===== src/rtl/tsc_pkg.sv =====
package tsc_pkg;
   typedef enum logic [2:0] {
      ST_IDLE,
      ST_SET,
      ST_RUN,
      ST_NEXT,
      ST_FIN
   } tsc_state_e;

   localparam logic [31:0] TSC_NO_PASS = 32'hAA55AA55;
endpackage


===== src/rtl/tsc_judge.sv =====
module tsc_judge #(
   parameter int CNT_W  = 8,
   parameter int STAT_W = 32
) (
   input  logic [STAT_W-1:0] status,
   input  logic [CNT_W-1:0]  runs,
   output logic              pass
);
   localparam int PASS_LO = 1;
   localparam int FAIL_LO = CNT_W + 1;

   if (STAT_W < 2 * CNT_W + 1) begin : g_bad_stat
      $error("tsc_judge: STAT_W too narrow for both count fields");
   end

   logic [CNT_W-1:0] good_runs;
   logic [CNT_W-1:0] bad_runs;
   logic             unused_status;

   assign good_runs     = status[PASS_LO +: CNT_W];
   assign bad_runs      = status[FAIL_LO +: CNT_W];
   assign unused_status = ^status;
   assign pass          = (bad_runs == '0) && (good_runs == runs);
endmodule


===== src/rtl/tsc_window.sv =====
module tsc_window
   import tsc_pkg::*;
#(
   parameter int TAP_W       = 6,
   parameter int DEFAULT_TAP = 8
) (
   input  logic             clk,
   input  logic             rst_n,
   input  logic             clr,
   input  logic             rec,
   input  logic [TAP_W-1:0] tap,
   output logic [TAP_W:0]   cnt,
   output logic [31:0]      first,
   output logic [TAP_W-1:0] last,
   output logic [TAP_W-1:0] final_tap
);
   localparam logic [TAP_W-1:0] DEF_TAP = TAP_W'(DEFAULT_TAP);
   localparam logic [TAP_W:0]   CNT_ONE = (TAP_W+1)'(1);

   if (DEFAULT_TAP < 0 || DEFAULT_TAP >= (1 << TAP_W)) begin : g_bad_def
      $error("tsc_window: DEFAULT_TAP outside the tap range");
   end

   logic [TAP_W:0] sum;

   always_ff @(posedge clk or negedge rst_n) begin
      if (!rst_n) begin
         cnt   <= '0;
         first <= TSC_NO_PASS;
         last  <= '0;
      end else if (clr) begin
         cnt   <= '0;
         first <= TSC_NO_PASS;
         last  <= '0;
      end else if (rec) begin
         cnt  <= cnt + CNT_ONE;
         last <= tap;
         if (first == TSC_NO_PASS) begin
            first <= 32'(tap);
         end
      end
   end

   assign sum       = {1'b0, first[TAP_W-1:0]} + {1'b0, last};
   assign final_tap = (cnt != '0) ? sum[TAP_W:1] : DEF_TAP;
endmodule


===== src/rtl/tsc_timeout.sv =====
module tsc_timeout #(
   parameter bit TIMEOUT_EN  = 1'b1,
   parameter int TIMEOUT_CYC = 4096
) (
   input  logic clk,
   input  logic rst_n,
   input  logic run,
   output logic hit
);
   if (TIMEOUT_EN) begin : g_timer
      localparam int CW = $clog2(TIMEOUT_CYC) + 1;
      localparam logic [CW-1:0] LAST = CW'(TIMEOUT_CYC - 1);
      localparam logic [CW-1:0] ONE  = CW'(1);

      if (TIMEOUT_CYC < 2) begin : g_bad_cyc
         $error("tsc_timeout: TIMEOUT_CYC must be at least 2");
      end

      logic [CW-1:0] ticks;

      always_ff @(posedge clk or negedge rst_n) begin
         if (!rst_n) begin
            ticks <= '0;
         end else if (!run) begin
            ticks <= '0;
         end else begin
            ticks <= ticks + ONE;
         end
      end

      assign hit = run && (ticks == LAST);
   end else begin : g_no_timer
      logic unused_tmo;
      assign unused_tmo = clk ^ rst_n ^ run;
      assign hit        = 1'b0;
   end
endmodule


===== src/rtl/tap_sweep_cal.sv =====
module tap_sweep_cal
   import tsc_pkg::*;
#(
   parameter int TAP_W       = 6,
   parameter int LANES       = 4,
   parameter int CNT_W       = 8,
   parameter int CFG_W       = 32,
   parameter int STAT_W      = 32,
   parameter int DEFAULT_TAP = 8,
   parameter bit TIMEOUT_EN  = 1'b1,
   parameter int TIMEOUT_CYC = 4096
) (
   input  logic                   clk,
   input  logic                   rst_n,
   input  logic                   cal_start,
   input  logic [CFG_W-1:0]       run_cfg,
   output logic                   busy,
   output logic                   cal_done,
   output logic [LANES*TAP_W-1:0] lane_tap,
   output logic                   bist_start,
   input  logic [STAT_W-1:0]      bist_status,
   output logic [TAP_W:0]         pass_count,
   output logic [31:0]            first_pass,
   output logic [TAP_W-1:0]       last_pass
);
   localparam logic [TAP_W-1:0] TAP_LAST = '1;
   localparam logic [TAP_W-1:0] TAP_ONE  = TAP_W'(1);

   if (TAP_W < 1 || TAP_W > 16) begin : g_bad_tap
      $error("tap_sweep_cal: TAP_W must lie in 1..16");
   end
   if (LANES < 1) begin : g_bad_lanes
      $error("tap_sweep_cal: LANES must be positive");
   end
   if (CFG_W < CNT_W + 1) begin : g_bad_cfg
      $error("tap_sweep_cal: CFG_W too narrow for the run count field");
   end

   tsc_state_e       state_q;
   logic [TAP_W-1:0] tap_q;
   logic [TAP_W-1:0] drive_q;
   logic [CNT_W-1:0] runs_q;
   logic             bstart_q;
   logic             done_q;
   logic             trial_pass;
   logic             tmo_hit;
   logic             rec_pass;
   logic             clr_win;
   logic [TAP_W-1:0] final_tap;
   logic             unused_cfg;

   assign unused_cfg = ^run_cfg;
   assign clr_win    = (state_q == ST_IDLE) && cal_start;
   assign rec_pass   = (state_q == ST_RUN) && bist_status[0] && trial_pass;

   tsc_judge #(
      .CNT_W (CNT_W),
      .STAT_W(STAT_W)
   ) u_judge (
      .status(bist_status),
      .runs  (runs_q),
      .pass  (trial_pass)
   );

   tsc_timeout #(
      .TIMEOUT_EN (TIMEOUT_EN),
      .TIMEOUT_CYC(TIMEOUT_CYC)
   ) u_tmo (
      .clk  (clk),
      .rst_n(rst_n),
      .run  (state_q == ST_RUN),
      .hit  (tmo_hit)
   );

   tsc_window #(
      .TAP_W      (TAP_W),
      .DEFAULT_TAP(DEFAULT_TAP)
   ) u_win (
      .clk      (clk),
      .rst_n    (rst_n),
      .clr      (clr_win),
      .rec      (rec_pass),
      .tap      (tap_q),
      .cnt      (pass_count),
      .first    (first_pass),
      .last     (last_pass),
      .final_tap(final_tap)
   );

   always_ff @(posedge clk or negedge rst_n) begin
      if (!rst_n) begin
         state_q  <= ST_IDLE;
         tap_q    <= '0;
         drive_q  <= '0;
         runs_q   <= '0;
         bstart_q <= 1'b0;
         done_q   <= 1'b0;
      end else begin
         done_q <= 1'b0;
         case (state_q)
            ST_IDLE: begin
               if (cal_start) begin
                  runs_q  <= run_cfg[CNT_W:1];
                  tap_q   <= '0;
                  drive_q <= '0;
                  state_q <= ST_SET;
               end
            end
            ST_SET: begin
               bstart_q <= 1'b1;
               state_q  <= ST_RUN;
            end
            ST_RUN: begin
               if (bist_status[0] || tmo_hit) begin
                  bstart_q <= 1'b0;
                  state_q  <= ST_NEXT;
               end
            end
            ST_NEXT: begin
               if (tap_q == TAP_LAST) begin
                  state_q <= ST_FIN;
               end else begin
                  tap_q   <= tap_q + TAP_ONE;
                  drive_q <= tap_q + TAP_ONE;
                  state_q <= ST_SET;
               end
            end
            ST_FIN: begin
               drive_q <= final_tap;
               done_q  <= 1'b1;
               state_q <= ST_IDLE;
            end
            default: state_q <= ST_IDLE;
         endcase
      end
   end

   for (genvar g = 0; g < LANES; g++) begin : g_lane
      assign lane_tap[g*TAP_W +: TAP_W] = drive_q;
   end

   assign busy       = (state_q != ST_IDLE);
   assign cal_done   = done_q;
   assign bist_start = bstart_q;
endmodule


===== config.mk =====
export PLATFORM = sky130hd
export DESIGN_NAME = tap_sweep_cal
export DESIGN_NICKNAME = d
export VERILOG_FILES = /design/src/rtl/tsc_pkg.sv /design/src/rtl/tsc_judge.sv /design/src/rtl/tsc_window.sv /design/src/rtl/tsc_timeout.sv /design/src/rtl/tap_sweep_cal.sv
export SDC_FILE = /design/constraint.sdc
export NUM_CORES = 1
export LEC_CHECK = 0
export CAP_MARGIN = 20
export CORE_UTILIZATION = 39
export DETAILED_ROUTE_END_ITERATION = 7
export GPL_TIMING_DRIVEN = 0
export PLACE_DENSITY = 0.76
export REMOVE_ABC_BUFFERS = 1
export SYNTH_ARGS = -nofsm -noshare
export SYNTH_HDL_FRONTEND = slang
export SYNTH_SLANG_ARGS = --single-unit

===== constraint.sdc =====
create_clock -name clk -period 2.4 [get_ports clk]
set_clock_uncertainty 0.05 [all_clocks]
set_input_delay 0.48 -clock clk [delete_from_list [all_inputs] [get_ports clk]]
set_output_delay 0.48 -clock clk [all_outputs]
set_load 0.01 [all_outputs]

# After elaboration in Yosys (flattened, before gate mapping)
# Index checks and enable logic that the tools add are counted.
# W data, S select, Z words.
# totals
regBits	83
input_bits	67
out_inout_bits	72
word_cells	66
# op_classes
addsub	4
n_eq_ne	11
muxes	20
n_reduce_logical	21
# ops
cell	count
$mux W32	3
$eq A32 B32 Y1 const B	1
$mux W6	5
$pmux W6 S3	1
$mux W7	2
$add A13 B1 Y13 const B	1
$eq A13 B12 Y1 const B	1
$mux W13	1
$pmux W3 S4	1
$pmux W6 S2	1
$mux W3	3
$eq A8 B8 Y1	1
$logic_not A8 Y1	1
$reduce_and A2 Y1	4
$reduce_bool A2 Y1	4
$add A6 B6 Y7	1
$add A7 B1 Y7 const B	1
$reduce_bool A7 Y1	1
$add A6 B1 Y6 const B	1
$eq A3 B2 Y1 const B	2
$eq A6 B6 Y1 const B	1
$ne A2 B2 Y1 const B	3
$reduce_and A3 Y1	2
$reduce_bool A3 Y1	2
other kinds (7)	12

# Longest topological paths before layout
# depth
depth_word	5
mapped_depth	8
ltp_nobuf	7

# Modules after synthesis
# Synthesis repeated with hierarchy kept, for this count alone.
# hier_totals
hier_cells	334
hier_area_um2	3405.8
# by_module_without_submodules
mod	instances	cells_per_inst	area_per_inst_um2	seq_area_each_um2
tap_sweep_cal	1	123	1360.1	625.6
tsc_window	1	136	1303.8	505.5
tsc_timeout	1	62	621.8	325.3
tsc_judge	1	13	120.1	0.0

# Worst setup path after synthesis
# No wires, ideal clock.
# synth_timing
path_type	reg-to-reg
from	register state_q[1]
to	register u_win.first[4]
setup_ps	83
arrival_ps	2240
t_required_ps	2267
setup_slack_ps	26
path_stages_with_launch	8
path_buffers	3
path_cell_list	dfrtp_1 -> buf_4 -> or3b_4 -> or4_4 -> buf_6 -> or3_4 -> buf_6 -> o32a_1
# synth_between
elab_chain_len	5
elab_cells_between_ends	9
classes_between	1 x eq/ne; 1 x mux; 7 x reduce/logical
# synth_rtl
element	line_no	rtl
from (decl)	tap_sweep_cal.sv:39	tsc_state_e state_q;
from (signal assigned)	tap_sweep_cal.sv:92	state_q <= ST_IDLE;
from (signal assigned)	tap_sweep_cal.sv:106	state_q <= ST_SET;
from (signal assigned)	tap_sweep_cal.sv:111	state_q <= ST_RUN;
$eq A3 B2 Y1	tap_sweep_cal.sv:54	assign rec_pass = (state_q == ST_RUN) && bist_status[0] && trial_pass;
$logic_and A1 B1 Y1 (2 in series)	tap_sweep_cal.sv:54	
$reduce_bool A2 Y1 (no line)	-	
$reduce_and A2 Y1 (no line)	-	
to (signal assigned)	tsc_window.sv:39	first <= 32'(tap);
to (decl)	tsc_window.sv:13	output logic [31:0] first,
# Several ways; a longest one is shown, not always the timed one.
# A chain may end at the register's enable or synchronous reset.

# Worst setup path in the final report
# layout_timing
from	register state_q[2]
to	register u_win.cnt[4]
# layout_between
elab_chain_len	4
elab_cells_between_ends	7
classes_between	1 x eq/ne; 1 x mux; 5 x reduce/logical
# layout_rtl
element	line_no	rtl
$eq A3 B2 Y1	tap_sweep_cal.sv:54	
$logic_and A1 B1 Y1 (2 in series)	tap_sweep_cal.sv:54	
$reduce_bool A2 Y1 (no line)	-	
to (signal assigned)	tsc_window.sv:36	cnt <= cnt + CNT_ONE;
to (decl)	tsc_window.sv:12	output logic [TAP_W:0] cnt,
# Several ways; a longest one is shown, not always the timed one.

==> flow_summary.yaml <==
routing:
  vias: 2777
  drt_iter0_drc: 136
  avgViaCountPerCell: 5.18
  wl_mm: 7.56
  detail-route-antenna-nets: 0
  dr.pass1.iters: 5
  drc: 0
  wl_per_cell_um: 14.1
min_path:
  holdCritPathClass: "input port to async pin"
global_routing:
  grtUsageMet3: 0.0556
  grt_max_degree: 42
  gr-usage-all-layers: 0.181
  grt_busiest_layer: "met2"
  grt_antenna_before_repair: 0
  grt_pass1_wl_mm: 12.4
  use_met2: 0.305
  grt_pass1_vias: 2594
  overflow: 0
  grt_use_met1: 0.222
worst_setup_path:
  critPathRequiredTime_ps: 2620
  reg2reg_slack_ps: 50
  r2r_start: "state_q[2]"
  end_kind: "flip-flop"
  path_class: "flip-flop to flip-flop"
  r2r_end: "u_win.cnt[4]"
  arrival_ps: 2570
  worstSetupStartpointType: "flip-flop"
  path_max_fanout: 7
  reg2reg_depth: 5
power_and_ir_drop:
  pwr-share-clk: 0.317
  switching_power_mw: 1.09
  p_seq_frac: 0.379
  swShare: 0.317
  internal_power_mw: 2.35
  p_comb_frac: 0.304
  max-vdd-ir-drop_uv: 365
  p_leak_nw: 1.86
  power_per_cell_area_mw_per_mm2: 793
clock_network:
  cts_max_path_buffers: 2
  clock_sinks: 58
  clkTransAtPathRegs_ps: 70
  cts_hold_buf: 0
  clk_latency_ps: 340
  cts_root_buf: "clkbuf_8"
  cts_htree_levels: 3
  cts_tree: "yes"
  cts_buffers: 9
sta:
  fmax_mhz: 426
  hold_violations: 0
  rsz0062_at_grt: "no"
  fin_crit_ps: 2350
  tightest_slew_ps: 840
  setup_violations: 0
  finalHoldWorstSlack_ps: 27.1
  slew_viol_final: 0
  fin_crit_sh: 0.978
  timing.slew.headroom: 0.440
cells_and_area:
  drive_above_1_share: 0.0998
  mostFrequentLayoutCells: "clkdlybuf4s50_1, nand2_1, dfrtp_1"
  diodes: 0
  nFillCells: 739
  fin_nets: 504
  layout_commonest_cell: "clkdlybuf4s50_1"
  multi_input_area_mm2: 0.00152
  syn_to_final_growth_pct: 29.1
  regArea_mm2: 0.00146
  fin_area_mm2: 0.00434
place:
  dpl-instance-area_mm2: 0.00403
  place_congestion: 0.829
  post-dp-hpwl_mm: 5.32
  io_buffers: 86
logic_synthesis:
  yosys.area.top_type: "dfrtp_1"
  syn_area_mm2: 0.00336
  synth_edf_count: 0
  syn_avg_cell_area_um2: 9.21
  seq_area_frac_synth: 0.433
  synth_cell_types: 52
  synthTopCellsByArea: "dfrtp_1, buf_4, nand2_1, ha_1, dfstp_2"
  synthCells: 365
  synth_top_area_share: 0.402
  async_flop_share: 1.00
  yosys_warnings: 0
  synth_ff_type: "dfrtp_1"
  synth_seq_cells: 58
die:
  core_area_mm2: 0.00826
  dieArea_mm2: 0.00899
  design.portCount: 139
  rows: 33
  die_y_um: 94.8
  start_util: 0.407
  fp.dieW_um: 94.8
status:
  outcome: "finished, final reports clean"
flow_run:
  drv_cap: 0
per-layer routing:
layer	wire length, um	up-vias
li1	-	1324
met1	3280	1337
met2	3710	108
met3	523	8
met4	45	0
met5	0	-
logic make-up (layout without fill, tap and decap cells):
kind of cell,Yosys count,count (layout),synth area share
other,1,13,0.00112
flip-flops,58,58,0.433
AND/OR/NAND/NOR,151,151,0.218
AO/OA/AOI/OAI,47,47,0.0983
multiplexers,5,5,0.0164
XOR/XNOR,24,24,0.0625
buffers and inverters,69,123,0.131
adder cells (fa/ha/maj),10,10,0.0395
power by group through the flow:
stage | clock, mW | sequential [mW] | combinational [mW]
6_report | 1.09 | 1.30 | 1.05
5_1_grt | 1.17 | 1.33 | 1.17
4_1_cts | 1.11 | 1.32 | 1.02
3_5_place_dp | 0 | 1.35 | 0.952
3_3_place_gp | 0 | 1.34 | 0.925
2_1_floorplan | 0 | 1.34 | 0.519
layout make-up:
class,instances,share of cell area
Clock inverter,5,0.0237
Sequential cell,58,0.337
Tap cell,105,0.0303
Inverter,13,0.0112
Multi-Input combinational cell,250,0.351
Clock buffer,10,0.0317
Timing Repair Buffer,95,0.216
stage by stage:
stage	util	setup slack [ps]	TNS (ps)	total power, mW	instances
global placement	0.485	-1010	-67390	2.26	512
CTS	0.522	28.7	0	3.45	533
floorplan	-	-154	-1120	1.86	321
finish	0.525	51.6	0	3.44	536
global route	0.525	5.80	0	3.67	536
detailed placement	0.488	-451	-5940	2.30	514
Yosys cell counts (2+ instances only):
cell type and count:
a211oi_1 2, a21o_1 3, a21oi_1 8, a311oi_1 3, a31oi_1 2, a32o_1 2
and2_1 3, and3_1 2, and4_1 2, buf_4 44, buf_6 2, clkbuf_1 9
dfrtp_1 54, dfstp_2 4, ha_1 9, inv_1 13, mux2_2 4, nand2_1 57
nand2b_1 3, nand3_1 21, nand3b_1 2, nand4_1 5, nor2_1 28, nor3_1 10
nor4_1 3, nor4b_1 4, o21ai_0 11, o22a_1 2, o31ai_1 2, o32a_1 3
or3_1 3, or4_1 3, xnor2_1 12, xor2_1 12
how the worst max path moves through the flow:
stage                        start       endpoint  slack, ps  depth (start not counted)
floorplan               state_q[1]  u_win.last[1]       -150                          5
global placement             rst_n      runs_q[4]      -1010                          1
detailed placement  bist_status[0]  u_win.last[1]       -450                          7
CTS                     state_q[1]   u_win.cnt[4]         30                          5
global route            state_q[2]   u_win.cnt[4]          6                          5
finish                  state_q[2]   u_win.cnt[4]         50                          5
flip-flops by register name (all words and copies together), names as in the netlist:
signal and count:
bist_start 1, cal_done 1, drive_q 6, runs_q 8
state_q 3, tap_q 6, u_tmo.g_timer.ticks 13, u_win.cnt 7
u_win.first 7, u_win.last 6
critical path, cell delays in order, from the launching register on:
cell     delay (ps)
dfrtp_2         440
or3b_4          410
or4_4           600
or4_1           520
nor3_1          170
a21o_1          110
repair_timing:
| action | CTS | global route |
|---|---|---|
| hold endpoints to repair | 0 | 0 |
| pin swaps | 2 | 0 |
| setup endpoints to repair | 14 | 7 |
| buffers inserted | 4 | 3 |
| gates resized for setup | 3 | 3 |
No activity file was read; power rests on OpenSTA's default activity.
